--- src/rtl/irq_group_pkg.sv ---
package irq_group_pkg;
  localparam int DW         = 16;  // register port data width
  localparam int LV_LSB     = 12;  // level field of a group word
  localparam int EN_LSB     = 8;   // source enable field
  localparam int RQ_LSB     = 4;   // request field (write 1 to clear)
  localparam int DT_LSB     = 0;   // detect field (read only)
  localparam int CTL_IE_BIT = 3;   // global enable bit in the control word
  localparam int NMI_W      = 3;   // non-maskable sources
  localparam int GRP_OFS    = 2;   // index of the first maskable group
endpackage

--- src/rtl/irq_edge_req.sv ---
module irq_edge_req #(
  parameter int W = 4
) (
  input  logic         clk,
  input  logic         rst_n,
  input  logic [W-1:0] src_i,
  input  logic [W-1:0] clr_i,
  output logic [W-1:0] req_o
);
  logic [W-1:0] src_q, req_q, req_d, rise;

  always_comb begin
    rise  = src_i & ~src_q;
    req_d = (req_q & ~clr_i) | rise;
  end

  always_ff @(posedge clk or negedge rst_n) begin
    if (!rst_n) begin
      src_q <= '0;
      req_q <= '0;
    end else begin
      src_q <= src_i;
      req_q <= req_d;
    end
  end

  assign req_o = req_q;

  // an edge always lands, even against a same-cycle clear
  assert_edge_sets_R4: assert property (@(posedge clk) disable iff (!rst_n)
    (src_i & ~src_q) != '0 |=> (req_q & $past(src_i & ~src_q)) == $past(src_i & ~src_q));
endmodule

--- src/rtl/irq_grp_slot.sv ---
module irq_grp_slot #(
  parameter int SRC_W = 4,
  parameter int LVL_W = 3
) (
  input  logic             clk,
  input  logic             rst_n,
  input  logic [SRC_W-1:0] src_i,
  input  logic             wr_hi_i,
  input  logic             wr_lo_i,
  input  logic [LVL_W-1:0] lvl_wd_i,
  input  logic [SRC_W-1:0] en_wd_i,
  input  logic [SRC_W-1:0] clr_wd_i,
  output logic [LVL_W-1:0] lvl_o,
  output logic [SRC_W-1:0] en_o,
  output logic [SRC_W-1:0] req_o,
  output logic             pend_o
);
  logic [LVL_W-1:0] lvl_q, lvl_d;
  logic [SRC_W-1:0] en_q, en_d, clr;

  always_comb begin
    lvl_d = wr_hi_i ? lvl_wd_i : lvl_q;
    en_d  = wr_hi_i ? en_wd_i  : en_q;
    clr   = wr_lo_i ? clr_wd_i : '0;
  end

  always_ff @(posedge clk or negedge rst_n) begin
    if (!rst_n) begin
      lvl_q <= '0;
      en_q  <= '0;
    end else begin
      lvl_q <= lvl_d;
      en_q  <= en_d;
    end
  end

  irq_edge_req #(.W(SRC_W)) u_req (
    .clk(clk), .rst_n(rst_n), .src_i(src_i), .clr_i(clr), .req_o(req_o)
  );

  assign lvl_o  = lvl_q;
  assign en_o   = en_q;
  assign pend_o = |(req_o & en_q);
endmodule

--- src/rtl/irq_level_arb.sv ---
module irq_level_arb #(
  parameter int N     = 18,
  parameter int LVL_W = 3,
  localparam int SW   = $clog2(N)
) (
  input  logic               clk,
  input  logic               rst_n,
  input  logic [N-1:0]       pend_i,
  input  logic [N*LVL_W-1:0] lvl_i,
  output logic               any_o,
  output logic [SW-1:0]      best_o,
  output logic [LVL_W-1:0]   lvl_o
);
  always_comb begin
    any_o  = 1'b0;
    best_o = '0;
    lvl_o  = '1;
    for (int i = 0; i < N; i++) begin
      // strict compare keeps the earlier (lower) index on a tie
      if (pend_i[i] && (!any_o || lvl_i[i*LVL_W +: LVL_W] < lvl_o)) begin
        any_o  = 1'b1;
        best_o = SW'(i);
        lvl_o  = lvl_i[i*LVL_W +: LVL_W];
      end
    end
  end

  assert_winner_pending_R6: assert property (@(posedge clk) disable iff (!rst_n)
    any_o |-> pend_i[best_o]);
  assert_none_pending_R6: assert property (@(posedge clk) disable iff (!rst_n)
    (pend_i == '0) |-> !any_o);
endmodule

--- src/rtl/irq_group_ctrl.sv ---
module irq_group_ctrl
  import irq_group_pkg::*;
#(
  parameter int NUM_IDX = 20,
  parameter int SRC_W   = 4,
  parameter int LVL_W   = 3,
  parameter int ADDR_W  = 9,
  localparam int NUM_MASK = NUM_IDX - GRP_OFS,
  localparam int IDX_W    = $clog2(NUM_IDX)
) (
  input  logic                      clk,
  input  logic                      rst_n,
  input  logic                      bus_wr_i,
  input  logic [1:0]                bus_strb_i,
  input  logic [ADDR_W-1:0]         bus_addr_i,
  input  logic [DW-1:0]             bus_wdata_i,
  output logic [DW-1:0]             bus_rdata_o,
  input  logic [NMI_W-1:0]          nmi_src_i,
  input  logic [NUM_MASK*SRC_W-1:0] grp_src_i,
  output logic                      irq_o,
  input  logic                      take_i,
  output logic                      ack_o,
  output logic [IDX_W-1:0]          ack_grp_o,
  output logic [LVL_W-1:0]          ack_lvl_o
);
  localparam int REG_AW = ADDR_W - 3;
  localparam int SW     = $clog2(NUM_MASK);

  // reset: asserted asynchronously, released on the clock
  logic rst_m, rst_s;
  always_ff @(posedge clk or negedge rst_n) begin
    if (!rst_n) {rst_s, rst_m} <= 2'b00;
    else        {rst_s, rst_m} <= {rst_m, 1'b1};
  end

  // address decode
  logic              grp_region, wr_lo, wr_hi, ctl_sel, nmi_sel;
  logic [REG_AW-1:0] widx;
  logic [NUM_MASK-1:0] slot_sel;
  logic unused_bits;

  assign grp_region  = bus_addr_i[ADDR_W-1];
  assign widx        = bus_addr_i[ADDR_W-2:2];
  assign ctl_sel     = !grp_region && (widx == '0);
  assign nmi_sel     = grp_region && (widx == '0);
  assign wr_lo       = bus_wr_i & bus_strb_i[0];
  assign wr_hi       = bus_wr_i & bus_strb_i[1];
  assign unused_bits = ^{bus_wdata_i[DW-1], bus_addr_i[1:0]};

  // maskable groups
  logic [NUM_MASK-1:0]       pend;
  logic [NUM_MASK*LVL_W-1:0] lvl_flat;
  logic [NUM_MASK-1:0][DW-1:0] slot_rd;

  for (genvar k = 0; k < NUM_MASK; k++) begin : g_slot
    logic [LVL_W-1:0] lvl;
    logic [SRC_W-1:0] en, req;

    assign slot_sel[k] = grp_region && (widx == REG_AW'(k + GRP_OFS));

    irq_grp_slot #(.SRC_W(SRC_W), .LVL_W(LVL_W)) u_slot (
      .clk(clk), .rst_n(rst_s),
      .src_i(grp_src_i[k*SRC_W +: SRC_W]),
      .wr_hi_i(wr_hi & slot_sel[k]),
      .wr_lo_i(wr_lo & slot_sel[k]),
      .lvl_wd_i(bus_wdata_i[LV_LSB +: LVL_W]),
      .en_wd_i(bus_wdata_i[EN_LSB +: SRC_W]),
      .clr_wd_i(bus_wdata_i[RQ_LSB +: SRC_W]),
      .lvl_o(lvl), .en_o(en), .req_o(req), .pend_o(pend[k])
    );

    assign lvl_flat[k*LVL_W +: LVL_W] = lvl;
    assign slot_rd[k] = (DW'(lvl) << LV_LSB) | (DW'(en) << EN_LSB)
                      | (DW'(req) << RQ_LSB) | (DW'(req & en) << DT_LSB);
  end

  // non-maskable group
  logic [NMI_W-1:0] nmi_req;
  logic             nmi_pend;

  irq_edge_req #(.W(NMI_W)) u_nmi (
    .clk(clk), .rst_n(rst_s), .src_i(nmi_src_i),
    .clr_i((wr_lo & nmi_sel) ? bus_wdata_i[NMI_W-1:0] : '0),
    .req_o(nmi_req)
  );
  assign nmi_pend = |nmi_req;

  // arbitration and mask gate
  logic             any;
  logic [SW-1:0]    best_slot;
  logic [LVL_W-1:0] best_lvl;

  irq_level_arb #(.N(NUM_MASK), .LVL_W(LVL_W)) u_arb (
    .clk(clk), .rst_n(rst_s), .pend_i(pend), .lvl_i(lvl_flat),
    .any_o(any), .best_o(best_slot), .lvl_o(best_lvl)
  );

  logic             ie_q, ie_d, accept, ack_d;
  logic [LVL_W-1:0] mask_q, mask_d, win_lvl, lvl_d;
  logic [IDX_W-1:0] win_grp, grp_d;

  assign win_grp = nmi_pend ? '0 : IDX_W'(best_slot) + IDX_W'(GRP_OFS);
  assign win_lvl = nmi_pend ? '0 : best_lvl;
  assign irq_o   = nmi_pend || (ie_q && any && (best_lvl < mask_q));
  assign accept  = take_i && irq_o;

  always_comb begin
    ie_d   = ie_q;
    mask_d = mask_q;
    if (ctl_sel && wr_lo) begin
      ie_d   = bus_wdata_i[CTL_IE_BIT];
      mask_d = bus_wdata_i[LVL_W-1:0];
    end
    if (accept) ie_d = 1'b0;
    ack_d = accept;
    grp_d = accept ? win_grp : '0;
    lvl_d = accept ? win_lvl : '0;
  end

  always_ff @(posedge clk or negedge rst_s) begin
    if (!rst_s) begin
      ie_q      <= 1'b0;
      mask_q    <= '0;
      ack_o     <= 1'b0;
      ack_grp_o <= '0;
      ack_lvl_o <= '0;
    end else begin
      ie_q      <= ie_d;
      mask_q    <= mask_d;
      ack_o     <= ack_d;
      ack_grp_o <= grp_d;
      ack_lvl_o <= lvl_d;
    end
  end

  // read mux
  always_comb begin
    bus_rdata_o = '0;
    if (ctl_sel) bus_rdata_o = (DW'(ie_q) << CTL_IE_BIT) | DW'(mask_q);
    if (nmi_sel) bus_rdata_o = DW'(nmi_req);
    for (int k = 0; k < NUM_MASK; k++)
      if (slot_sel[k]) bus_rdata_o = slot_rd[k];
  end

  assert_mask_zero_blocks_R5: assert property (@(posedge clk) disable iff (!rst_s)
    (mask_q == '0 && !nmi_pend) |-> !irq_o);
  assert_ie_gates_R5: assert property (@(posedge clk) disable iff (!rst_s)
    (!ie_q && !nmi_pend) |-> !irq_o);
  assert_nmi_bypass_R7: assert property (@(posedge clk) disable iff (!rst_s)
    nmi_pend |-> irq_o);
  assert_nmi_wins_R7: assert property (@(posedge clk) disable iff (!rst_s)
    (take_i && nmi_pend) |=> (ack_o && ack_grp_o == '0 && ack_lvl_o == '0));
  assert_ack_on_take_R8: assert property (@(posedge clk) disable iff (!rst_s)
    (take_i && irq_o) |=> ack_o);
  assert_no_ack_idle_R8: assert property (@(posedge clk) disable iff (!rst_s)
    !(take_i && irq_o) |=> !ack_o);
  assert_ie_cleared_R9: assert property (@(posedge clk) disable iff (!rst_s)
    (take_i && irq_o) |=> !ie_q);
endmodule

--- config.mk ---
export PLATFORM = sky130hd
export DESIGN_NAME = irq_group_ctrl
export DESIGN_NICKNAME = d
export VERILOG_FILES = /design/src/rtl/irq_group_pkg.sv /design/src/rtl/irq_edge_req.sv /design/src/rtl/irq_grp_slot.sv /design/src/rtl/irq_level_arb.sv /design/src/rtl/irq_group_ctrl.sv
export SDC_FILE = /design/constraint.sdc
export NUM_CORES = 1
export LEC_CHECK = 0
export BUFFER_PORTS_ARGS = -buffer_cell sky130_fd_sc_hd__buf_2
export CAP_MARGIN = 20
export CORE_ASPECT_RATIO = 0.9
export CORE_MARGIN = 5
export CORE_UTILIZATION = 57
export CTS_BUF_LIST = sky130_fd_sc_hd__clkbuf_16
export DETAILED_ROUTE_END_ITERATION = 8
export PLACE_DENSITY = 0.76
export SYNTH_ARGS = -nofsm -noshare
export SYNTH_HDL_FRONTEND = slang
export SYNTH_HIERARCHICAL = 1
export SYNTH_SLANG_ARGS = --single-unit
--- constraint.sdc ---
create_clock -name clk -period 73.7 [get_ports clk]
set_input_delay 11.055 -clock clk [delete_from_list [all_inputs] [get_ports clk]]
set_output_delay 11.055 -clock clk [all_outputs]
set_load 0.01 [all_outputs]
==> summary.txt, run 1 <==
Status
  • Outcome: completed

Cells and area
  • P&R area growth vs syn: 9.73%
  • Area of the multi-input gates: 9520 sq um
  • Storage element area: 7290 sq um
  • FILL cells: 2499
  • Final net count: 2003
  • Layout cells sized above 1: 0.235
  • Fin util: 0.638

Drt
  • Via count: 15251
  • DRT Pass-1 Iters: 7
  • Initial drt markers: 1829
  • Post-DR wirelength/cell: 24.5 microns
  • Post-route DRC violation count: 0
  • Via density: 6.61
  • DRT Wirelength: 56500 microns
  • Routed Antenna Nets: 0

Setup path
  • WS Path Type: reg2out
  • Crit-path max FO: 9
  • CP required: 62650 ps
  • Startpoint Class: register
  • CP peak stage delay: 690 ps
  • Arr. time, crit path: 25330 ps
  • Crit end category: output port
  • Most used cell, CP: ha_1
  • Slowest cell on the critical path: or4b_2

Power and ir drop
  • Power consumption: 0.000492 W
  • Max VDD drop: 0.0000279 V
  • Cell Pwr Density: 24.8 nW/um^2
  • Lkg Pwr: 9.45 nW

Die
  • Die Y: 179 microns
  • Core Area: 31100 sq um
  • Floorplan row count: 61
  • Die ar.: 35400 sq um
  • Die width: 198 microns
  • Ports: 132
  • Initial Utilization: 0.582

STA
  • Final min period: 36390 ps
  • Final setup fails: 0
  • Setup WS post-layout: 37310 ps
  • Period utilization: 0.494
  • Final Hold Slack: 317 ps
  • Fin. max-slew vios: 0
  • Slew headroom: 0.225
  • RSZ-0062 raised after global routing: false
  • Clk_skew: 16.1 ps
  • Number of hold violations in the final report: 0
  • Setup TNS: 0 ps
  • Fmax: 27.5 MHz
  • Worst Tran Pin Value: 1160 ps

Clock tree
  • Reg clk slew, reported paths: 60 ps
  • Clock Latency Late Sink: 570 ps
  • CTS sink count: 291
  • CTS Buf Count: 31
  • Post-CTS Resized: 0
  • CTS tree: yes
  • Clock buffer depth: 3
  • H-tree depth: 1
  • Cts hold-fix bufs: 0
  • Post-CTS Setup Repair Bufs: 0
  • Root buffer cell: clkbuf_16

Yosys
  • Post-synth EDFFs: 0
  • Post-synth top flop: dfrtp_1
  • Syn Nets: 1910
  • Avg Cell Area, Syn: 10.1 sq um
  • Synth top area cells: dfrtp_1, mux2_4, o22ai_2
  • Synth Warn #: 6
  • Mapped cell area: 18100 sq um
  • Top-count cell post-synth: dfrtp_1
  • Seq/Total Area, Yosys: 0.403
  • Yosys top cell by area: dfrtp_1
  • Post-Syn Instances: 1782
  • Post-synthesis register bit count: 291
  • Top cells by count, synth: dfrtp_1, inv_1, mux2_4
  • Yosys top cell area share: 0.403
  • Fraction of registers with async set/reset: 1.00
  • Unique masters post-synth: 118

GRT
  • Largest net degree at the start of global routing: 170
  • First-pass GRT wire length: 86700 microns
  • Initial antenna violation count: 2
  • Total track usage: 0.315
  • Vias in the first global route: 14715
  • Overflow after GRT: 0

Placement
  • I/O Buffers: 127
  • RD Place Congestion: 0.969
  • Final HPWL DP: 41100 microns
  • Pre-CTS setup slack: 38480 ps

Worst hold path
  • Hold WC Path Type: reg2async

Job
  • Max Cap Viol: 0
where the power goes:
group          total, W  internal [W]  switching (W)
sequential     0.000172      0.000166     0.00000698
combinational  0.000161     0.0000653      0.0000956
clock          0.000159     0.0000934      0.0000656
total          0.000492      0.000324       0.000168
critical path, delay by kind of cell (launching register included):
family | cells | cell delay (ps)
simple gates | 34 | 6600
compound gates | 42 | 9690
mux | 8 | 2890
fa+ha+maj | 16 | 4050
buf+inv | 15 | 1100
flops | 1 | 440
final cells by class:
cell class / instances / area share
inverter: 193 / 0.0365
clock buffer: 31 / 0.0391
clock inverter: 25 / 0.0124
antenna: 2 / 0.000252
sequential: 291 / 0.367
tap: 409 / 0.0258
multi-input combinational: 1219 / 0.480
timing repair buffer: 139 / 0.0382
registers in the layout, summed over array words and instances (netlist names), 3 cells and up:
name,cells
u_nmi/req_o,3
g_slot.u_slot/u_req/src_q,72
ack_grp_o,5
u_nmi/src_q,3
g_slot.u_slot/lvl_o,54
g_slot.u_slot/u_req/req_o,72
ack_lvl_o,3
mask_q,3
g_slot.u_slot/en_o,72
layer usage:
metal  track usage  up-vias  part of all wire
li1              -     6675                 -
met1         0.454     7589              0.43
met2         0.484      811              0.44
met3        0.0524      172             0.089
met4         0.109        4             0.043
met5       0.00570        -           0.00048
metrics by stage:
step | cells | cell area (sq um)
final | 2309 | 19800
after global routing | 2307 | 19800
after CTS | 2306 | 19800
after detailed placement | 2250 | 18800
after global placement | 2250 | 18800
after floorplan | 1782 | 18100
path summary, 6_finish.rpt:
| kind | startpoint | to | slack (ps) | cells after the start |
|---|---|---|---|---|
| worst max-delay path | g_slot[0].u_slot/u_req/req_o[0]$_DFF_PN0_ | irq_o | 37310 | 115 |
| worst min-delay path | rst_s$_DFF_PN0_ | g_slot[1].u_slot/u_req/src_q[0]$_DFF_PN0_ | 320 | 0 |
| worst max register to register | g_slot[0].u_slot/u_req/req_o[0]$_DFF_PN0_ | ack_grp_o[3]$_DFF_PN0_ | 48280 | 116 |
| worst min register to register | rst_s$_DFF_PN0_ | g_slot[1].u_slot/u_req/src_q[0]$_DFF_PN0_ | 320 | 0 |
| max in group asynchronous | rst_n | rst_s$_DFF_PN0_ | 63330 | 1 |
| min in group clk | rst_m$_DFF_PN0_ | rst_s$_DFF_PN0_ | 350 | 0 |
cells in the final DEF (no fill, tap or decap), types with 12 or more instances in the layout:
cell type  count
nor3_1        31
clkbuf_16     31
o21ai_1       18
nor2_1       109
o22ai_1       16
and2_1        82
o21ai_0       47
a21oi_1       82
mux2i_1       33
mux2_2        13
a211o_1       12
inv_1        197
a31oi_1       25
o22ai_2       76
mux2_4       127
o211ai_1      13
nand2_1       94
ha_1          22
nand2b_1      21
and3_1        15
a22oi_1       47
nand3_1       77
dfrtp_1      290
buf_2        127
logic make-up after synthesis:
| logic type | after synthesis | share of synthesized area |
|---|---|---|
| compound gates | 493 | 0.218 |
| xor+xnor | 2 | 0.000969 |
| fa+ha+maj | 23 | 0.0158 |
| buf+inv | 272 | 0.0701 |
| flops | 291 | 0.403 |
| mux | 181 | 0.139 |
| other cells | 2 | 0.000416 |
| simple gates | 518 | 0.152 |
No activity file was read; power rests on OpenSTA's default activity.
==> inputs of run 2 (changes only) <==
CORE_UTILIZATION = 56   (was 57)
PLACE_DENSITY = 0.78   (was 0.76)
clock period = 29.9 ns   (was 73.7 ns; I/O delays follow)
==> summary.txt, run 2 (synthesized netlist as in run 1, its figures left out) <==
Clock tree
  • CTS sink count: 291
  • CTS tree: yes
  • CTS Buf Count: 30
  • Clock Latency Late Sink: 580 ps
  • Clock buffer depth: 3
  • Root buffer cell: clkbuf_16
  • H-tree depth: 1
  • Reg clk slew, reported paths: 60 ps

Setup path
  • Slowest cell on the critical path: or4b_2
  • CP top delay family: compound AO/OA/AOI/OAI gates
  • CP peak stage delay: 720 ps
  • CP required: 25420 ps
  • Startpoint Class: register
  • CP Buf/Inv Count: 15
  • Crit-path max FO: 9
  • WS Path Type: reg2out
  • Arr. time, crit path: 24100 ps
  • Most used cell, CP: ha_1
  • Crit end category: output port

GRT
  • Vias in the first global route: 14993
  • Initial antenna violation count: 3
  • Largest net degree at the start of global routing: 166
  • Total track usage: 0.304
  • First-pass GRT wire length: 86400 microns
  • Overflow after GRT: 0

Die
  • Core Area: 31900 sq um
  • Die ar.: 36000 sq um
  • Floorplan row count: 62
  • Ports: 132
  • Initial Utilization: 0.567
  • Die width: 199 microns
  • Die Y: 180 microns

STA
  • Worst Tran Pin Value: 1180 ps
  • Period utilization: 0.956
  • Clk_skew: 22.2 ps
  • Setup TNS: 0 ps
  • Number of hold violations in the final report: 0
  • Final setup fails: 0
  • Fmax: 35.0 MHz
  • Fin. max-slew vios: 0
  • Final Hold Slack: 353 ps
  • Final min period: 28590 ps
  • Slew headroom: 0.209

Drt
  • Routed Antenna Nets: 0
  • Initial drt markers: 1543
  • DRT Pass-1 Iters: 5
  • DRT Wirelength: 56300 microns
  • Post-route DRC violation count: 0
  • Via density: 6.54
  • Via count: 15188
  • Post-DR wirelength/cell: 24.2 microns

Placement
  • Final HPWL DP: 41200 microns
  • I/O Buffers: 127
  • Inst Count DP: 2259
  • RD Place Congestion: 0.992

Cells and area
  • Commonest non-fill, non-tap cell in the layout: dfrtp_1
  • Layout cells sized above 1: 0.246
  • Final net count: 2009
  • Finished Layout Cells: 2322
  • Most frequent cells in the layout: dfrtp_1, inv_1, mux2_4, buf_2, nor2_1
  • FILL cells: 2588
  • P&R area growth vs syn: 10.1%

Power and ir drop
  • Lkg Pwr: 9.47 nW
  • Max VDD drop: 0.0000518 V
  • Cell Pwr Density: 60.9 nW/um^2

Status
  • Outcome: completed

Worst hold path
  • Hold WC Path Type: reg2reg

Job
  • Max Cap Viol: 0
## run 2: cell types whose count changed in the layout (fill, tap and decap cells not counted), sizes merged
cell,delta
bufinv,-3
clkinvlp,-2
buf,+7
diode,+1
clkbuf,-1
inv,+1
clkinv,+3
## run 2: cell type report
cell class	count	area, sq um	area share
Sequential cell	291	7290	0.366
Timing Repair Buffer	146	791	0.0398
Tap cell	416	520	0.0262
Multi-Input combinational cell	1219	9620	0.484
Clock buffer	30	751	0.0377
Antenna cell	3	7.51	0.000377
Inverter	193	724	0.0364
Clock inverter	24	190	0.00956
## run 2: stage by stage
| stage | worst slack [ps] | power [W] | utilization | cell area, sq um |
|---|---|---|---|---|
| after detailed placement | 1070 | 0.000819 | 0.590 | 18800 |
| final | 1310 | 0.00121 | 0.624 | 19900 |
| after CTS | 305 | 0.00118 | 0.619 | 19700 |
| after floorplan | 4240 | 0.000726 | - | 18100 |
| after global routing | -29.3 | 0.00127 | 0.624 | 19900 |
| after global placement | 1800 | 0.000804 | 0.590 | 18800 |
## run 2: repair_timing
item,in CTS,in global routing
setup endpoints to repair,0,1
gates resized for setup,0,25
hold buffers,0,0
setup buffers,0,6
## run 2: power breakdown
part / switching [W] / leakage, nW / total (W) / internal (W)
clock network: 0.000160 / 0.488 / 0.000359 / 0.000200
registers: 0.0000176 / 3.46 / 0.000426 / 0.000408
logic: 0.000250 / 5.53 / 0.000427 / 0.000176
## run 2: per-layer routing
| layer | part of all wire | routed length [microns] | global-route usage |
|---|---|---|---|
| met5 | 0.00025 | 14 | 0 |
| met4 | 0.046 | 2600 | 0.112 |
| met3 | 0.093 | 5210 | 0.0585 |
| met2 | 0.45 | 25100 | 0.467 |
| met1 | 0.42 | 23400 | 0.429 |
## run 2: worst paths after layout
kind	slack, ps	cells after the start	to	start
max	1310	117	irq_o	g_slot[1].u_slot/u_req/req_o[2]$_DFF_PN0_
min	350	0	rst_s$_DFF_PN0_	rst_m$_DFF_PN0_
max reg2reg	5720	118	ack_grp_o[4]$_DFF_PN0_	g_slot[1].u_slot/u_req/req_o[2]$_DFF_PN0_
min reg2reg	350	0	rst_s$_DFF_PN0_	rst_m$_DFF_PN0_
max in group asynchronous	26110	1	rst_s$_DFF_PN0_	rst_n
min in group asynchronous	370	0	g_slot[5].u_slot/u_req/req_o[0]$_DFF_PN0_	rst_s$_DFF_PN0_
